### src/rtl/lsm_pkg.sv
package lsm_pkg;

  typedef enum logic [2:0] {
    ST_IDLE,
    ST_RD,
    ST_CALC,
    ST_WR,
    ST_DONE
  } seq_st_t;

  // floor(sqrt(v)) by restoring bit-by-bit search
  function automatic int unsigned isqrt_floor(input int unsigned v);
    int unsigned r;
    int unsigned t;
    r = 0;
    for (int b = 15; b >= 0; b--) begin
      t = r | (32'd1 << b);
      if (t * t <= v) r = t;
    end
    return r;
  endfunction

  // Table entry: min(2^mag_w - 1, floor(2^(mag_w-idx_w) * sqrt(i^2 + j^2)))
  function automatic int unsigned mag_entry(input int unsigned i, input int unsigned j,
                                            input int unsigned idx_w, input int unsigned mag_w);
    int unsigned scale;
    int unsigned lim;
    int unsigned m;
    scale = 32'd1 << (mag_w - idx_w);
    lim   = (32'd1 << mag_w) - 1;
    m     = isqrt_floor(scale * scale * (i * i + j * j));
    return (m > lim) ? lim : m;
  endfunction

endpackage

### src/rtl/mag_abs_index.sv
module mag_abs_index #(
  parameter int DATA_W = 16,
  parameter int IDX_W  = 4
) (
  input  logic signed [DATA_W-1:0] val_i,
  input  logic                     zero_i,
  output logic [IDX_W-1:0]         idx_o
);
  localparam int SHIFT = DATA_W - 1 - IDX_W;
  localparam logic [DATA_W-1:0] MOST_NEG = {1'b1, {(DATA_W-1){1'b0}}};
  localparam logic [DATA_W-1:0] MOST_POS = {1'b0, {(DATA_W-1){1'b1}}};

  logic [DATA_W-1:0] mag;

  always_comb begin
    if (val_i == MOST_NEG)      mag = MOST_POS;
    else if (val_i[DATA_W-1])   mag = -val_i;
    else                        mag = val_i;
    idx_o = zero_i ? '0 : IDX_W'(mag >> SHIFT);
  end

  always_comb begin
    AST_ABS_SIGN_CLEAR: assert (mag[DATA_W-1] == 1'b0 || $isunknown(val_i));
  end
endmodule

### src/rtl/mag_lut_rom.sv
module mag_lut_rom #(
  parameter int IDX_W = 4,
  parameter int MAG_W = 8
) (
  input  logic             clk,
  input  logic             en_i,
  input  logic [IDX_W-1:0] row_i,
  input  logic [IDX_W-1:0] col_i,
  output logic [MAG_W-1:0] mag_o
);
  localparam int SIDE  = 1 << IDX_W;
  localparam int DEPTH = SIDE * SIDE;

  logic [MAG_W-1:0] rom [DEPTH];

  for (genvar r = 0; r < SIDE; r++) begin : g_row
    for (genvar c = 0; c < SIDE; c++) begin : g_col
      assign rom[r*SIDE + c] =
        MAG_W'(lsm_pkg::mag_entry(r, c, IDX_W, MAG_W));
    end
  end

  always_ff @(posedge clk) begin
    if (en_i) mag_o <= rom[{row_i, col_i}];
  end
endmodule

### src/rtl/mag_seq_ctrl.sv
module mag_seq_ctrl #(
  parameter int N_PTS  = 256,
  parameter int ADDR_W = $clog2(N_PTS)
) (
  input  logic              clk,
  input  logic              rst_n,
  input  logic              start_i,
  output logic              busy_o,
  output logic              done_o,
  output logic              rd_en_o,
  output logic              calc_o,
  output logic              wr_en_o,
  output logic              end_bin_o,
  output logic [ADDR_W-1:0] bin_o
);
  import lsm_pkg::*;

  localparam logic [ADDR_W-1:0] HALF = ADDR_W'(N_PTS / 2);

  seq_st_t st_q, st_d;
  logic [ADDR_W-1:0] bin_q, bin_d;

  always_comb begin
    st_d  = st_q;
    bin_d = bin_q;
    unique case (st_q)
      ST_IDLE: if (start_i) begin
        st_d  = ST_RD;
        bin_d = '0;
      end
      ST_RD:   st_d = ST_CALC;
      ST_CALC: st_d = ST_WR;
      ST_WR: begin
        if (bin_q == HALF) st_d = ST_DONE;
        else begin
          st_d  = ST_RD;
          bin_d = bin_q + 1'b1;
        end
      end
      ST_DONE: st_d = ST_IDLE;
      default: st_d = ST_IDLE;
    endcase
  end

  always_ff @(posedge clk) begin
    if (!rst_n) begin
      st_q  <= ST_IDLE;
      bin_q <= '0;
    end else begin
      st_q  <= st_d;
      bin_q <= bin_d;
    end
  end

  assign rd_en_o   = (st_q == ST_RD);
  assign calc_o    = (st_q == ST_CALC);
  assign wr_en_o   = (st_q == ST_WR);
  assign done_o    = (st_q == ST_DONE);
  assign busy_o    = rd_en_o | calc_o | wr_en_o;
  assign bin_o     = bin_q;
  assign end_bin_o = (bin_q == '0) || (bin_q == HALF);

  AST_WR_FOLLOWS_RD: assert property (@(posedge clk) disable iff (!rst_n)
    wr_en_o |-> $past(rd_en_o, 2));
  AST_WR_SAME_BIN: assert property (@(posedge clk) disable iff (!rst_n)
    wr_en_o |-> bin_o == $past(bin_o, 2));
  AST_BIN_IN_HALF: assert property (@(posedge clk) disable iff (!rst_n)
    rd_en_o |-> bin_o <= HALF);
  AST_DONE_SINGLE: assert property (@(posedge clk) disable iff (!rst_n)
    done_o |=> !done_o);
  AST_DONE_AFTER_LAST: assert property (@(posedge clk) disable iff (!rst_n)
    done_o |-> ($past(wr_en_o) && $past(bin_o) == HALF));
  AST_NO_RESTART: assert property (@(posedge clk) disable iff (!rst_n)
    (busy_o && start_i) |=> (bin_o >= $past(bin_o)));
  AST_ONE_ACCESS: assert property (@(posedge clk) disable iff (!rst_n)
    $onehot0({rd_en_o, wr_en_o, done_o}));
endmodule

### src/rtl/lut_spectrum_mag.sv
module lut_spectrum_mag #(
  parameter int N_PTS  = 256,
  parameter int DATA_W = 16,
  parameter int IDX_W  = 4,
  parameter int MAG_W  = 8,
  parameter int ADDR_W = $clog2(N_PTS)
) (
  input  logic                     clk,
  input  logic                     rst_n,
  input  logic                     start_i,
  output logic                     busy_o,
  output logic                     done_o,
  output logic                     ram_rd_en_o,
  output logic [ADDR_W-1:0]        ram_rd_addr_o,
  input  logic signed [DATA_W-1:0] ram_re_i,
  input  logic signed [DATA_W-1:0] ram_im_i,
  output logic                     ram_wr_en_o,
  output logic [ADDR_W-1:0]        ram_wr_addr_o,
  output logic [DATA_W-1:0]        ram_wr_data_o
);
  logic              calc;
  logic              end_bin;
  logic [ADDR_W-1:0] bin;
  logic [IDX_W-1:0]  row_idx, col_idx;
  logic [MAG_W-1:0]  mag_q;

  mag_seq_ctrl #(.N_PTS(N_PTS), .ADDR_W(ADDR_W)) u_ctrl (
    .clk       (clk),
    .rst_n     (rst_n),
    .start_i   (start_i),
    .busy_o    (busy_o),
    .done_o    (done_o),
    .rd_en_o   (ram_rd_en_o),
    .calc_o    (calc),
    .wr_en_o   (ram_wr_en_o),
    .end_bin_o (end_bin),
    .bin_o     (bin)
  );

  mag_abs_index #(.DATA_W(DATA_W), .IDX_W(IDX_W)) u_re_idx (
    .val_i (ram_re_i),
    .zero_i(1'b0),
    .idx_o (row_idx)
  );

  mag_abs_index #(.DATA_W(DATA_W), .IDX_W(IDX_W)) u_im_idx (
    .val_i (ram_im_i),
    .zero_i(end_bin),
    .idx_o (col_idx)
  );

  mag_lut_rom #(.IDX_W(IDX_W), .MAG_W(MAG_W)) u_rom (
    .clk  (clk),
    .en_i (calc),
    .row_i(row_idx),
    .col_i(col_idx),
    .mag_o(mag_q)
  );

  assign ram_rd_addr_o = bin;
  assign ram_wr_addr_o = bin;
  assign ram_wr_data_o = {{(DATA_W-MAG_W){1'b0}}, mag_q};

  AST_WR_AFTER_CALC: assert property (@(posedge clk) disable iff (!rst_n)
    ram_wr_en_o |-> $past(calc));
  AST_END_BIN_COL: assert property (@(posedge clk) disable iff (!rst_n)
    (calc && end_bin) |-> col_idx == '0);
endmodule

### config.mk
export PLATFORM = sky130hd
export DESIGN_NAME = lut_spectrum_mag
export DESIGN_NICKNAME = d
export VERILOG_FILES = /design/src/rtl/lsm_pkg.sv /design/src/rtl/mag_abs_index.sv /design/src/rtl/mag_lut_rom.sv /design/src/rtl/mag_seq_ctrl.sv /design/src/rtl/lut_spectrum_mag.sv
export SDC_FILE = /design/constraint.sdc
export NUM_CORES = 1
export LEC_CHECK = 0
export ABC_AREA = 1
export BUFFER_PORTS_ARGS = -buffer_cell sky130_fd_sc_hd__buf_2
export CAP_MARGIN = 5
export CELL_PAD_IN_SITES_DETAIL_PLACEMENT = 0
export CELL_PAD_IN_SITES_GLOBAL_PLACEMENT = 1
export CORE_MARGIN = 1
export CORE_UTILIZATION = 37
export CTS_CLUSTER_SIZE = 20
export DETAILED_ROUTE_END_ITERATION = 6
export PLACE_DENSITY_LB_ADDON = 0.1
export SETUP_SLACK_MARGIN = 0.05
export SLEW_MARGIN = 5
export SYNTH_ARGS = -nofsm -noshare
export SYNTH_HDL_FRONTEND = slang
export SYNTH_SLANG_ARGS = --single-unit
### constraint.sdc
create_clock -name clk -period 3.5 [get_ports clk]
set_input_delay 0.7 -clock clk [delete_from_list [all_inputs] [get_ports clk]]
set_output_delay 0.7 -clock clk [all_outputs]
set_load 0.1 [all_outputs]
==> impl_metrics.json <==
{
  "synthDistinctLibCells": 45,
  "cp.required_ps": 3510,
  "hold_viol_final": 0,
  "p_total_mw": 1.381,
  "nNetsFinal": 696,
  "grt_start_max_net_pins": 24,
  "vias": 4344,
  "grt_overflow": 0,
  "tightest_slew_ps": 913.3,
  "netlist_top_cells_count": "nand2_1 (167), nand3_1 (78), nor2_1 (70)",
  "layout-drive-gt1-share_pct": 19.14,
  "synth_ff_type": "dfxtp_1",
  "cts_buffers": 3,
  "crit_chain": "buf_2, nor2_2, nand3_1, nor2_1, nand3b_2, nand3_1, nand2_2, ha_1, inv_1, nand4_1, nand2_1, inv_1, nand2_1, nand4_1, nand2_1, nand2_1, nand2_1, nand2_1",
  "synth_edf_count": 8,
  "io_buffer_count": 62,
  "wirelength_mm": 12.57,
  "syn_avg_cell_area_um2": 5.553,
  "cts.repair.resized": 0,
  "wl_per_cell_um": 16.52,
  "globalplace.congestion": 1.007,
  "placed_area_um2": 3692,
  "initial_core_util_pct": 38.08,
  "r2r-start": "u_ctrl.bin_o[0]",
  "drc": 0,
  "fin_crit_ps": 3058,
  "antenna_left": 0,
  "synth.ff_latch_count": 19,
  "clock_skew_ps": 1.847,
  "min_period_over_period_pct": 87.38,
  "design.core.area_um2": 8721,
  "antenna_found_initial": 0,
  "synthCells": 598,
  "slew-limit-headroom_pct": 38.89,
  "synth.mux.area_fraction_pct": 0,
  "ff2ff_setup_slack_ps": 580,
  "synth_top_family_by_area": "simple AND/OR/NAND/NOR gates",
  "power_density_nw_per_um2": 369.1,
  "synth-simple-area-share_pct": 50.38,
  "critPathKind": "primary input to flop",
  "via_per_inst": 5.708,
  "yosysMostFrequentCell": "nand2_1",
  "drv_slew": 0,
  "timing.fmax_mhz": 327.0,
  "fp-row-count": 34,
  "die-area_um2": 9358,
  "path_clk_slew_ps": 70,
  "cp-start-kind": "primary input",
  "hpwl_mm": 9.790,
  "fin_ws_ps": 441.7,
  "regToRegEndpoint": "u_rom.mag_o[2]",
  "yosysWarnings": 0,
  "globalRouteTotalUtil_pct": 26.09,
  "drv_cap": 0,
  "yosys.area.top_type_share_pct": 18.88,
  "place_ws_ps": 217.8,
  "first_global_vias": 3860,
  "rsz0062_at_grt": "no",
  "end_kind": "flop",
  "hold_buffers": 0,
  "cts_max_path_buffers": 2,
  "cts.sinks": 19,
  "hp-class": "flop to flop",
  "critPathMaxStageDelay_ps": 380,
  "cp-endpoint": "u_rom.mag_o[4]",
  "synthAdderAreaFrac_pct": 2.638,
  "first_iter_violations": 554,
  "ctsHtreeMaxLevel": 1,
  "seq_area_frac_synth_pct": 13.87,
  "slowest_stage": "ha_1",
  "die_h_um": 96.74,
  "cp_common_cell": "nand2_1",
  "leakage_nw": 1.940,
  "rr_worst_depth": 16,
  "post-route-util_pct": 42.91,
  "clock_latency_ps": 250,
  "setup_viol": 0,
  "dr.pass1.iters": 5,
  "ir_drop_mv": 0.1386,
  "synth-compound-area-share_pct": 17.63,
  "area_growth_pct": 12.70,
  "antenna_cells": 0,
  "yosysTopAreaCell": "nand2_1",
  "cp.arrival_ps": 3070,
  "outcome": "finished clean",
  "synth_xor_area_share_pct": 0.2638,
  "crit_start": "ram_im_i[10]",
  "cts_setup_buffers": 0,
  "ios": 71,
  "crit_fanout": 9,
  "final_area_um2": 3742,
  "netlist_area_um2": 3321,
  "async_reset_ff_share_pct": 0,
  "die_w_um": 96.74,
  "cts_tree": "done",
  "fin_tns_setup_ps": 0,
  "synthTopCellsByArea": "nand2_1 (19%), nand3_1 (12%), nor2_1 (7.9%)",
  "cts_root_buf": "clkbuf_8",
  "grt_first_pass_wirelength_mm": 19.98
}
[state kept, by name, indices dropped and copies added, names as in the netlist]
| name | count |
|---|---|
| u_ctrl.st_q | 3 |
| u_ctrl.bin_o | 8 |
| u_rom.mag_o | 8 |
[cells in the final DEF, fill, tap and decap left out, types with 2 or more instances in the layout]
cell,n
ha_1,7
edfxtp_1,8
buf_2,62
o211ai_1,10
nand2_1,167
o31ai_1,2
nor2_2,4
o21a_1,3
clkbuf_8,3
o21ai_1,11
o21ai_0,27
a21oi_1,38
nand2_4,3
nor2_4,2
dfxtp_1,11
nor2_1,70
nand3_2,6
nand2_2,9
buf_4,18
nand4_1,9
a21oi_2,2
inv_2,6
nor3_1,9
a31oi_1,4
nand3_1,78
inv_1,57
o21ai_2,2
conb_1,8
[kinds of logic after synthesis]
family                     after synthesis
other                                    1
xor gates and xnor gates                 1
and+or+nand+nor                        365
DFF                                     19
buffers and inverters                  102
AOI/OAI and AO/OA                      103
adders and majority gates                7
[worst max-delay path, delay by kind of cell]
family | cells | cell delay, ps
adders and majority gates | 1 | 380
buffers and inverters | 3 | 270
and+or+nand+nor | 14 | 1700
[routing by layer]
metal / part of all wire, % / vias to the layer above / track usage (%)
met1: 41 / 1944 / 33.63
met5: 0 / - / 0
met2: 45 / 280 / 43.55
li1: - / 2064 / -
met3: 9.2 / 56 / 3.396
met4: 4.1 / 0 / 11.14
[how the worst min path moves through the flow]
stage               startpoint               to  slack [ps]  cells after the start
5_1_grt        u_ctrl.bin_o[7]  u_ctrl.bin_o[7]         550                      2
3_3_place_gp   u_ctrl.bin_o[7]  u_ctrl.bin_o[7]         500                      2
6_report       u_ctrl.bin_o[7]  u_ctrl.bin_o[7]         520                      2
3_5_place_dp   u_ctrl.bin_o[7]  u_ctrl.bin_o[7]         500                      2
4_1_cts        u_ctrl.bin_o[7]  u_ctrl.bin_o[7]         510                      2
2_1_floorplan   u_ctrl.st_q[0]   u_ctrl.st_q[0]         500                      2
[power by group]
part           total, mW  internal [mW]  switching (mW)  leakage [nW]
Combinational      0.970          0.250           0.720          1.75
Sequential         0.258          0.251         0.00737         0.163
Clock              0.153         0.0809          0.0723        0.0228
Total               1.38          0.582           0.800          1.94
[area by class of cell]
| cell class | count | area, µm² |
|---|---|---|
| repair buffers | 81 | 465.4 |
| clock buffers | 4 | 45.04 |
| well taps | 108 | 135.1 |
| multi-input cells | 484 | 2390 |
| flip-flops and latches | 19 | 460.4 |
| inverters | 65 | 246.5 |
| fillers | 997 | 4979 |
[metrics by stage]
step | cells | hold slack (ps)
2_1_floorplan | 605 | 499.3
3_3_place_gp | 757 | 497.2
3_5_place_dp | 757 | 502.6
4_1_cts | 761 | 515.0
5_1_grt | 761 | 547.6
6_report | 761 | 516.9
No activity file was read; power rests on OpenSTA's default activity.
